--- src/rtl/tmr_chan_pkg.sv ---
`timescale 1ns/1ps
package tmr_chan_pkg;

    typedef enum logic [1:0] {
        ST_IDLE    = 2'd0,
        ST_ARM     = 2'd1,
        ST_RUN     = 2'd2,
        ST_RUN_ARM = 2'd3
    } chan_state_e;

    typedef struct packed {
        logic irq_en;
        logic cnt_mode;
        logic pre_hi;
    } chan_cfg_t;

    localparam int B_CTL  = 0;
    localparam int B_SRST = 1;
    localparam int B_TCF  = 2;
    localparam int B_PRE  = 5;
    localparam int B_MODE = 6;
    localparam int B_IEN  = 7;

endpackage

--- src/rtl/tmr_chan_ctrl.sv ---
`timescale 1ns/1ps
module tmr_chan_ctrl
    import tmr_chan_pkg::*;
#(
    parameter int TC_W = 8
) (
    input  logic            clk,
    input  logic            rst_n,
    input  logic            wr_en,
    input  logic [7:0]      wr_data,
    output logic            running_o,
    output chan_cfg_t       cfg_o,
    output logic [TC_W-1:0] tc_o,
    output logic            load_o,
    output logic [TC_W-1:0] load_val_o,
    output logic            srst_o,
    output logic [4:0]      vec_o
);

    chan_state_e state_q, state_d;
    chan_cfg_t   cfg_q;
    logic [TC_W-1:0] tc_q;
    logic [4:0]  vec_q;
    logic        tc_we, vec_we, cfg_we, load, srst;

    // state register
    always_ff @(posedge clk or negedge rst_n) begin
        if (!rst_n) state_q <= ST_IDLE;
        else        state_q <= state_d;
    end

    // next state and decode strobes
    always_comb begin
        state_d = state_q;
        tc_we   = 1'b0;
        vec_we  = 1'b0;
        cfg_we  = 1'b0;
        load    = 1'b0;
        srst    = 1'b0;
        if (wr_en) begin
            unique case (state_q)
                ST_ARM: begin
                    tc_we   = 1'b1;
                    load    = 1'b1;
                    state_d = ST_RUN;
                end
                ST_RUN_ARM: begin
                    tc_we   = 1'b1;
                    state_d = ST_RUN;
                end
                ST_IDLE, ST_RUN: begin
                    if (wr_data[B_CTL]) begin
                        cfg_we = 1'b1;
                        if (wr_data[B_SRST]) begin
                            srst    = 1'b1;
                            state_d = wr_data[B_TCF] ? ST_ARM : ST_IDLE;
                        end else if (state_q == ST_RUN) begin
                            state_d = wr_data[B_TCF] ? ST_RUN_ARM : ST_RUN;
                        end else begin
                            state_d = wr_data[B_TCF] ? ST_ARM : ST_IDLE;
                        end
                    end else begin
                        vec_we = 1'b1;
                    end
                end
            endcase
        end
    end

    // data registers
    always_ff @(posedge clk or negedge rst_n) begin
        if (!rst_n) begin
            cfg_q <= '0;
            tc_q  <= '0;
            vec_q <= '0;
        end else begin
            if (cfg_we) begin
                cfg_q.irq_en   <= wr_data[B_IEN];
                cfg_q.cnt_mode <= wr_data[B_MODE];
                cfg_q.pre_hi   <= wr_data[B_PRE];
            end
            if (tc_we)  tc_q  <= wr_data[TC_W-1:0];
            if (vec_we) vec_q <= wr_data[7:3];
        end
    end

    // outputs
    always_comb begin
        running_o  = (state_q == ST_RUN) || (state_q == ST_RUN_ARM);
        cfg_o      = cfg_q;
        tc_o       = tc_q;
        load_o     = load;
        load_val_o = wr_data[TC_W-1:0];
        srst_o     = srst;
        vec_o      = vec_q;
    end


    tc_keeps_vec_chk: assert property (@(posedge clk) disable iff (!rst_n)
        (wr_en && (state_q == ST_ARM || state_q == ST_RUN_ARM)) |=> $stable(vec_q));


    load_starts_chk: assert property (@(posedge clk) disable iff (!rst_n)
        load |=> (state_q == ST_RUN));

endmodule

--- src/rtl/tmr_chan_step.sv ---
`timescale 1ns/1ps
module tmr_chan_step #(
    parameter int PRE_LO_LOG = 4,
    parameter int PRE_HI_LOG = 8
) (
    input  logic clk,
    input  logic rst_n,
    input  logic run,
    input  logic cnt_mode,
    input  logic pre_hi,
    input  logic trig_in,
    output logic step
);

    localparam int PRE_W = PRE_HI_LOG;
    localparam logic [PRE_W-1:0] LO_LAST = PRE_W'((1 << PRE_LO_LOG) - 1);
    localparam logic [PRE_W-1:0] HI_LAST = '1;

    logic [PRE_W-1:0] pre_q;
    logic             trig_q;
    logic [PRE_W-1:0] last;
    logic             tick_t, tick_c;

    always_comb begin
        last   = pre_hi ? HI_LAST : LO_LAST;
        tick_t = run && !cnt_mode && (pre_q == last);
        tick_c = run && cnt_mode && trig_in && !trig_q;
        step   = tick_t || tick_c;
    end

    always_ff @(posedge clk or negedge rst_n) begin
        if (!rst_n) begin
            pre_q  <= '0;
            trig_q <= 1'b0;
        end else begin
            trig_q <= trig_in;
            if (!run || cnt_mode) pre_q <= '0;
            else if (pre_q == last) pre_q <= '0;
            else pre_q <= pre_q + 1'b1;
        end
    end


    step_single_chk: assert property (@(posedge clk) disable iff (!rst_n)
        step |=> !step);

endmodule

--- src/rtl/tmr_chan_down.sv ---
`timescale 1ns/1ps
module tmr_chan_down #(
    parameter int TC_W = 8
) (
    input  logic            clk,
    input  logic            rst_n,
    input  logic            run,
    input  logic            step,
    input  logic            load,
    input  logic [TC_W-1:0] load_val,
    input  logic [TC_W-1:0] reload_val,
    output logic            hit,
    output logic            zc
);

    localparam int CNT_W = TC_W + 1;
    localparam logic [CNT_W-1:0] FULL = {1'b1, {TC_W{1'b0}}};

    logic [CNT_W-1:0] cnt_q;

    function automatic logic [CNT_W-1:0] expand(input logic [TC_W-1:0] v);
        return (v == '0) ? FULL : {1'b0, v};
    endfunction

    always_comb hit = run && step && (cnt_q == CNT_W'(1));

    always_ff @(posedge clk or negedge rst_n) begin
        if (!rst_n) begin
            cnt_q <= '0;
            zc    <= 1'b0;
        end else begin
            zc <= hit;
            if (load)          cnt_q <= expand(load_val);
            else if (hit)      cnt_q <= expand(reload_val);
            else if (run && step) cnt_q <= cnt_q - 1'b1;
        end
    end


    pulse_width_chk: assert property (@(posedge clk) disable iff (!rst_n)
        zc |=> !zc);


    cnt_range_chk: assert property (@(posedge clk) disable iff (!rst_n)
        run |-> (cnt_q != '0 && cnt_q <= FULL));

endmodule

--- src/rtl/tmr_chan.sv ---
`timescale 1ns/1ps
module tmr_chan
    import tmr_chan_pkg::*;
#(
    parameter int TC_W       = 8,
    parameter int PRE_LO_LOG = 4,
    parameter int PRE_HI_LOG = 8
) (
    input  logic       clk,
    input  logic       rst_n,
    input  logic       wr_en,
    input  logic [7:0] wr_data,
    input  logic       trig_in,
    input  logic       int_ack,
    output logic       zero_pulse,
    output logic       irq,
    output logic [7:0] vec_out
);

    logic            running, load, srst, step, hit;
    chan_cfg_t       cfg;
    logic [TC_W-1:0] tc, load_val;
    logic [4:0]      vec;
    logic            irq_q;

    tmr_chan_ctrl #(.TC_W(TC_W)) u_ctrl (
        .clk(clk), .rst_n(rst_n), .wr_en(wr_en), .wr_data(wr_data),
        .running_o(running), .cfg_o(cfg), .tc_o(tc), .load_o(load),
        .load_val_o(load_val), .srst_o(srst), .vec_o(vec)
    );

    tmr_chan_step #(.PRE_LO_LOG(PRE_LO_LOG), .PRE_HI_LOG(PRE_HI_LOG)) u_step (
        .clk(clk), .rst_n(rst_n), .run(running), .cnt_mode(cfg.cnt_mode),
        .pre_hi(cfg.pre_hi), .trig_in(trig_in), .step(step)
    );

    tmr_chan_down #(.TC_W(TC_W)) u_down (
        .clk(clk), .rst_n(rst_n), .run(running), .step(step), .load(load),
        .load_val(load_val), .reload_val(tc), .hit(hit), .zc(zero_pulse)
    );

    always_ff @(posedge clk or negedge rst_n) begin
        if (!rst_n)                   irq_q <= 1'b0;
        else if (hit && cfg.irq_en)   irq_q <= 1'b1;
        else if (int_ack || srst)     irq_q <= 1'b0;
    end

    always_comb begin
        irq     = irq_q;
        vec_out = {vec, 3'b000};
    end


    irq_hold_chk: assert property (@(posedge clk) disable iff (!rst_n)
        (irq && !int_ack && !srst) |=> irq);


    irq_rise_chk: assert property (@(posedge clk) disable iff (!rst_n)
        $rose(irq) |-> zero_pulse);


    stopped_quiet_chk: assert property (@(posedge clk) disable iff (!rst_n)
        !running |=> !zero_pulse);

endmodule

--- config.mk ---
export PLATFORM = sky130hd
export DESIGN_NAME = tmr_chan
export DESIGN_NICKNAME = d
export VERILOG_FILES = /design/src/rtl/tmr_chan_pkg.sv /design/src/rtl/tmr_chan_ctrl.sv /design/src/rtl/tmr_chan_step.sv /design/src/rtl/tmr_chan_down.sv /design/src/rtl/tmr_chan.sv
export SDC_FILE = /design/constraint.sdc
export NUM_CORES = 1
export LEC_CHECK = 0
export BUFFER_PORTS_ARGS = -buffer_cell sky130_fd_sc_hd__clkbuf_2
export CAP_MARGIN = 20
export CORE_ASPECT_RATIO = 1.5
export CORE_MARGIN = 5
export CORE_UTILIZATION = 28
export CTS_CLUSTER_DIAMETER = 120
export DETAILED_ROUTE_END_ITERATION = 7
export PLACE_DENSITY = 0.46
export SLEW_MARGIN = 10
export SYNTH_ARGS = -nofsm -noshare
export SYNTH_HDL_FRONTEND = slang
export SYNTH_SLANG_ARGS = --single-unit
export TNS_END_PERCENT = 30
--- constraint.sdc ---
create_clock -name clk -period 3.3 [get_ports clk]
set_input_delay 0.66 -clock clk [delete_from_list [all_inputs] [get_ports clk]]
set_output_delay 0.66 -clock clk [all_outputs]
set_load 0.005 [all_outputs]
After elaboration in Yosys (flattened, before gate mapping)

Index checks and enable logic that the tools add are counted.

Add/subtract/negate cells: 2
Equal/unequal tests: 6
Mux-type cells: 30
Reductions and logical operators: 23

Operators by type and width:

| kind                                                               | number |
|---|---|
| 9-bit two-way mux                                                  | 5 |
| 8-bit two-way mux                                                  | 3 |
| 1-bit two-way mux                                                  | 18 |
| 8-bit logical NOT                                                  | 2 |
| 9-bit by 1-bit == test with 1-bit output, second input constant    | 1 |
| 9-bit by 1-bit subtractor with 9-bit output, second input constant | 1 |
| 8-bit by 1-bit adder with 8-bit output, second input constant      | 1 |
| 8-bit == test                                                      | 1 |
| 1-bit logical AND                                                  | 8 |
| 2-bit two-way mux                                                  | 3 |
| 2-bit == test, second input constant                               | 2 |
| 1-bit logical OR                                                   | 4 |
| 2-bit one-hot mux with 2 select lines                              | 1 |
| 2-bit OR reduction                                                 | 2 |
| 1-bit logical NOT                                                  | 3 |
| 3-bit nonzero test                                                 | 1 |
| 2-bit by 1-bit == test with 1-bit output, second input constant    | 1 |
| 2-bit logical NOT                                                  | 1 |
| 2-bit inequality test, second input constant                       | 1 |
| 2-bit AND reduction                                                | 1 |
| 2-bit nonzero test                                                 | 1 |

Bits in registers: 38
Input bits: 13
Output and inout port bits: 10
Word-level logic and storage cells: 72

Depth between registers and ports, before layout

Word-level depth: 10
Depth in mapped cells: 9
Mapped depth without buffers: 7

Cells and area by module

Synthesis repeated with hierarchy kept, for this count alone.

Cells, all modules: 193
Area total of the unflattened synthesis: 2048.2 µm²

Modules (own cells, without submodules):

| module        | times used | cells an instance | area each (µm²) | sequential area each (µm²) |
|---|---|---|---|---|
| tmr_chan_down | 1          | 86                | 769.5           | 250.2 |
| tmr_chan_ctrl | 1          | 52                | 764.5           | 450.4 |
| tmr_chan_step | 1          | 48                | 450.4           | 225.2 |
| tmr_chan      | 1          | 7                 | 63.8            | 25.0 |

Least setup slack after synthesis

Ideal clock, no wire load.

Path type: register to register
From: register u_down.cnt_q[1]
To: register u_down.cnt_q[1]
Library setup time: 126 ps
Data arrival time: 1850 ps
Required time: 3174 ps
Slack: 1324 ps
Cell stages (with the launch flop): 10
Path buffers: 2
Path through: dfrtp_1 inv_1 ha_1 or4b_1 buf_2 or2_4 buf_6 nor2_2 a211oi_1 a221o_1

Word-level cells in the longest chain between the ends: 4
Elaborated cells between the ends (all ways): 7
Those cells by class: 1 x add/sub; 1 x eq/ne; 3 x mux; 2 x reduce/logical

Ends and longest elaborated chain:

| what                                                                                                           | line                                     | RTL |
|---|---|---|
| start, declared                                                                                                | tmr_chan_down.sv:19                      | `logic [CNT_W-1:0] cnt_q;` |
| start signal, assigned                                                                                         | tmr_chan_down.sv:33                      | `if (load) cnt_q <= expand(load_val);` |
| start signal, assigned                                                                                         | tmr_chan_down.sv:34                      | `else if (hit) cnt_q <= expand(reload_val);` |
| start signal, assigned                                                                                         | tmr_chan_down.sv:35                      | `else if (run && step) cnt_q <= cnt_q - 1'b1;` |
| 9-bit by 1-bit subtractor with 9-bit output / 9-bit by 1-bit == test with 1-bit output (equally long branches) | tmr_chan_down.sv:35, tmr_chan_down.sv:25 |  |
| 9-bit two-way mux / 1-bit logical AND (equally long branches)                                                  | tmr_chan_down.sv:35, tmr_chan_down.sv:25 |  |
| 9-bit two-way mux                                                                                              | tmr_chan_down.sv:34                      |  |
| 9-bit two-way mux                                                                                              | tmr_chan_down.sv:33                      |  |

Several ways; a longest one is shown, not always the timed one. The select of a mux whose other input is x is not followed.
A chain may end at the register's enable or synchronous reset.

Final worst setup path

From: register u_down.cnt_q[1]
To: register u_down.cnt_q[2]

Same word-level chain as after synthesis.

==> impl_metrics.json <==
{
  "status": "finished, final reports clean",
  "cts_hold_buffers": 0,
  "sequentialPowerShare_pct": 50.2,
  "power_frac_comb_pct": 26.3,
  "criticalPathCategory": "reg -> reg",
  "cpPeakStageDelay_ns": 0.60,
  "max_freq_ghz": 0.465,
  "max-slew-margin-rel_pct": 43.0,
  "nets": 217,
  "r2r_start": "u_down.cnt_q[1]",
  "vias_per_cell": 5.08,
  "synthTopCellsByArea": "dfrtp_1 (50%), mux2_2 (8.8%), a211oi_1 (3.1%), nor2_1 (3.1%), a221o_1 (2.6%)",
  "critPathBufInv": 1,
  "async_flop_share_pct": 100,
  "grt_pass1_wl_microns": 7560,
  "grt_util_all_layers_pct": 11.0,
  "cts_tree": "yes",
  "drive_gt1_share_pct": 24.8,
  "powerDensity_nw_per_um2": 637,
  "drtIter0Drc": 80,
  "diodes": 0,
  "slew_violations": 0,
  "synth-seq-area-share_pct": 49.5,
  "syn2layout_area_growth_pct": 13.8,
  "crit_chain": "inv_1 > ha_1 > or4b_1 > or2_4 > nor2_1 > a311oi_1 > a221o_1",
  "syn_area_per_cell_sq_um": 10.7,
  "r2r_cells": 7,
  "drtAntennaViolNets": 0,
  "netlist_instances": 180,
  "synth_flop_cell": "dfrtp_1",
  "insertion_delay_ns": 0.28,
  "die_x_microns": 77.6,
  "cp_data_required_time_ns": 3.47,
  "finalPower_mw": 1.39,
  "firstDrtPassIters": 4,
  "synth_edf_count": 0,
  "yosysWarnings": 0,
  "switching_share_pct": 33.7,
  "p_clk_share_pct": 23.5,
  "finalSetupViolations": 0,
  "synth_top_area_share_pct": 49.5,
  "die-height_microns": 111,
  "p_leak_nw": 0.939,
  "hold_viol_final": 0,
  "clkSinkCount": 38,
  "p_switching_uw": 468,
  "cp-start-kind": "flop",
  "mostFrequentLayoutCell": "dfrtp_1",
  "ys_seq_elements": 38,
  "via_count": 1422,
  "end_kind": "flop",
  "cts_root_buffer": "clkbuf_8",
  "grt_start_max_net_pins": 39,
  "dp_hpwl_microns": 3400,
  "numPortBuffers": 19,
  "ctsResizeCount": 0,
  "die_area_sq_um": 8640,
  "drcViolationCount": 0,
  "maxCapViolations": 0,
  "r2r_end": "u_down.cnt_q[2]",
  "period_needed_ns": 2.15,
  "worst_path_max_delay_cell": "or4b_1",
  "cts.htree.levels": 2,
  "clock_skew_ns": 0.00676,
  "rrSetupSlack_ns": 1.15,
  "synth_cell_type_count": 47,
  "crit_arrival_ns": 2.32,
  "syn-cell-area_sq_um": 1920,
  "hp-class": "in -> async",
  "rsz0062_at_grt": "false",
  "cp-startpoint": "u_down.cnt_q[1]",
  "tightest_slew_ns": 0.850,
  "grt_pass1_vias": 1471,
  "cp_max_fo": 11,
  "overflow": 0,
  "globalplace.congestion": 0.780,
  "vdd_drop_max_uv": 267,
  "coreArea_sq_um": 6760,
  "setup_tns_ns": 0,
  "routedWlPerCell_microns": 16.2,
  "intPower_uw": 923,
  "wl_microns": 4550,
  "fp-row-count": 37,
  "start_util_pct": 28.4,
  "antenna_found_initial": 0,
  "nFillCells": 719,
  "clkTransAtPathRegs_ns": 0.08,
  "timing.final.crit_share_pct": 65.1,
  "mostFrequentLayoutCells": "dfrtp_1 (38), clkbuf_2 (19), nor2_1 (16)",
  "crit_family": "simple AND/OR/NAND/NOR gates",
  "post-cts-setup-buffers": 0,
  "synth_area_leader_cell": "dfrtp_1",
  "cts-buffers-inserted": 5,
  "ioPinCount": 23,
  "cts_buffer_depth": 2
}
[cell type report]
| cell class | instances | area (sq um) | area share, % |
|---|---|---|---|
| clock buffer | 7 | 86.3 | 3.95 |
| tap | 78 | 97.6 | 4.47 |
| timing repair buffer | 21 | 123 | 5.62 |
| inverter | 5 | 18.8 | 0.860 |
| clock inverter | 1 | 5.00 | 0.229 |
| multi-input combinational | 130 | 902 | 41.3 |
| sequential | 38 | 951 | 43.6 |
[stage by stage]
step                hold WS [ns]  utilization [%]  cell area, sq um  std cells  setup slack (ns)
global route               0.216             32.3              2180        280              1.06
CTS                        0.463             32.0              2160        279              1.14
global placement           0.449             30.7              2070        271              1.10
detailed placement         0.453             30.7              2070        271              1.06
floorplan                  0.364                -              1930        182              1.32
finish                     0.222             32.3              2180        280              1.15
[per-layer routing]
| layer | vias up | global-route usage (%) | share of wire (%) |
|---|---|---|---|
| li1 | 696 | - | - |
| met1 | 688 | 12.2 | 39 |
| met2 | 30 | 20.1 | 56 |
| met3 | 8 | 1.94 | 2.2 |
| met4 | 0 | 4.59 | 2.1 |
| met5 | - | 0 | 0 |
[synth_stat cells, types with 4 or more instances]
cell type and n:
a211oi_1 8, a21oi_1 5, a221o_1 5, dfrtp_1 38, inv_1 5, mux2_2 15
nand2_1 10, nand3_1 6, nor2_1 16, nor2_2 4, o21ai_0 6, or4_1 4
xnor2_1 4
[registers in the layout, indices dropped and copies added, names as in the netlist]
register and flops:
irq 1, u_ctrl.cfg_o 3, u_ctrl.state_q 2, u_ctrl.tc_o 8, u_ctrl.vec_o 5, u_down.cnt_q 9, u_down.zc 1, u_step.pre_q 8
u_step.trig_q 1
[power by group through the flow]
stage | registers (mW) | clock network (mW) | logic, mW
floorplan | 0.655 | 0 | 0.294
global placement | 0.707 | 0 | 0.374
detailed placement | 0.706 | 0 | 0.367
CTS | 0.698 | 0.345 | 0.370
global route | 0.717 | 0.364 | 0.414
finish | 0.698 | 0.327 | 0.366
[worst max path at each step]
| stage | to | slack [ns] | cells past startpoint |
|---|---|---|---|
| 2_1_floorplan | u_down.cnt_q[1] | 1.32 | 9 |
| 3_3_place_gp | u_down.cnt_q[0] | 1.10 | 6 |
| 3_5_place_dp | u_down.cnt_q[0] | 1.06 | 6 |
| 4_1_cts | u_down.cnt_q[2] | 1.14 | 7 |
| 5_1_grt | u_down.cnt_q[0] | 1.06 | 7 |
| 6_report | u_down.cnt_q[2] | 1.15 | 7 |
[worst reg2reg max path, delay by kind of cell (launching register included)]
| kind | cells | cell delay (ns) |
|---|---|---|
| AO/OA/AOI/OAI | 2 | 0.33 |
| flip-flops | 1 | 0.40 |
| adder cells (fa/ha/maj) | 1 | 0.17 |
| AND/OR/NAND/NOR | 3 | 1.07 |
| buffers and inverters | 1 | 0.08 |
[logic make-up after synthesis]
logic type,share of synthesized area (%)
flip-flops,49.5
other,0.195
adder cells (fa/ha/maj),1.96
XOR/XNOR,3.19
AND/OR/NAND/NOR,16.0
AO/OA/AOI/OAI,16.0
multiplexers,9.32
buffers and inverters,3.85
Note: power is estimated with default switching activity, not from simulation.
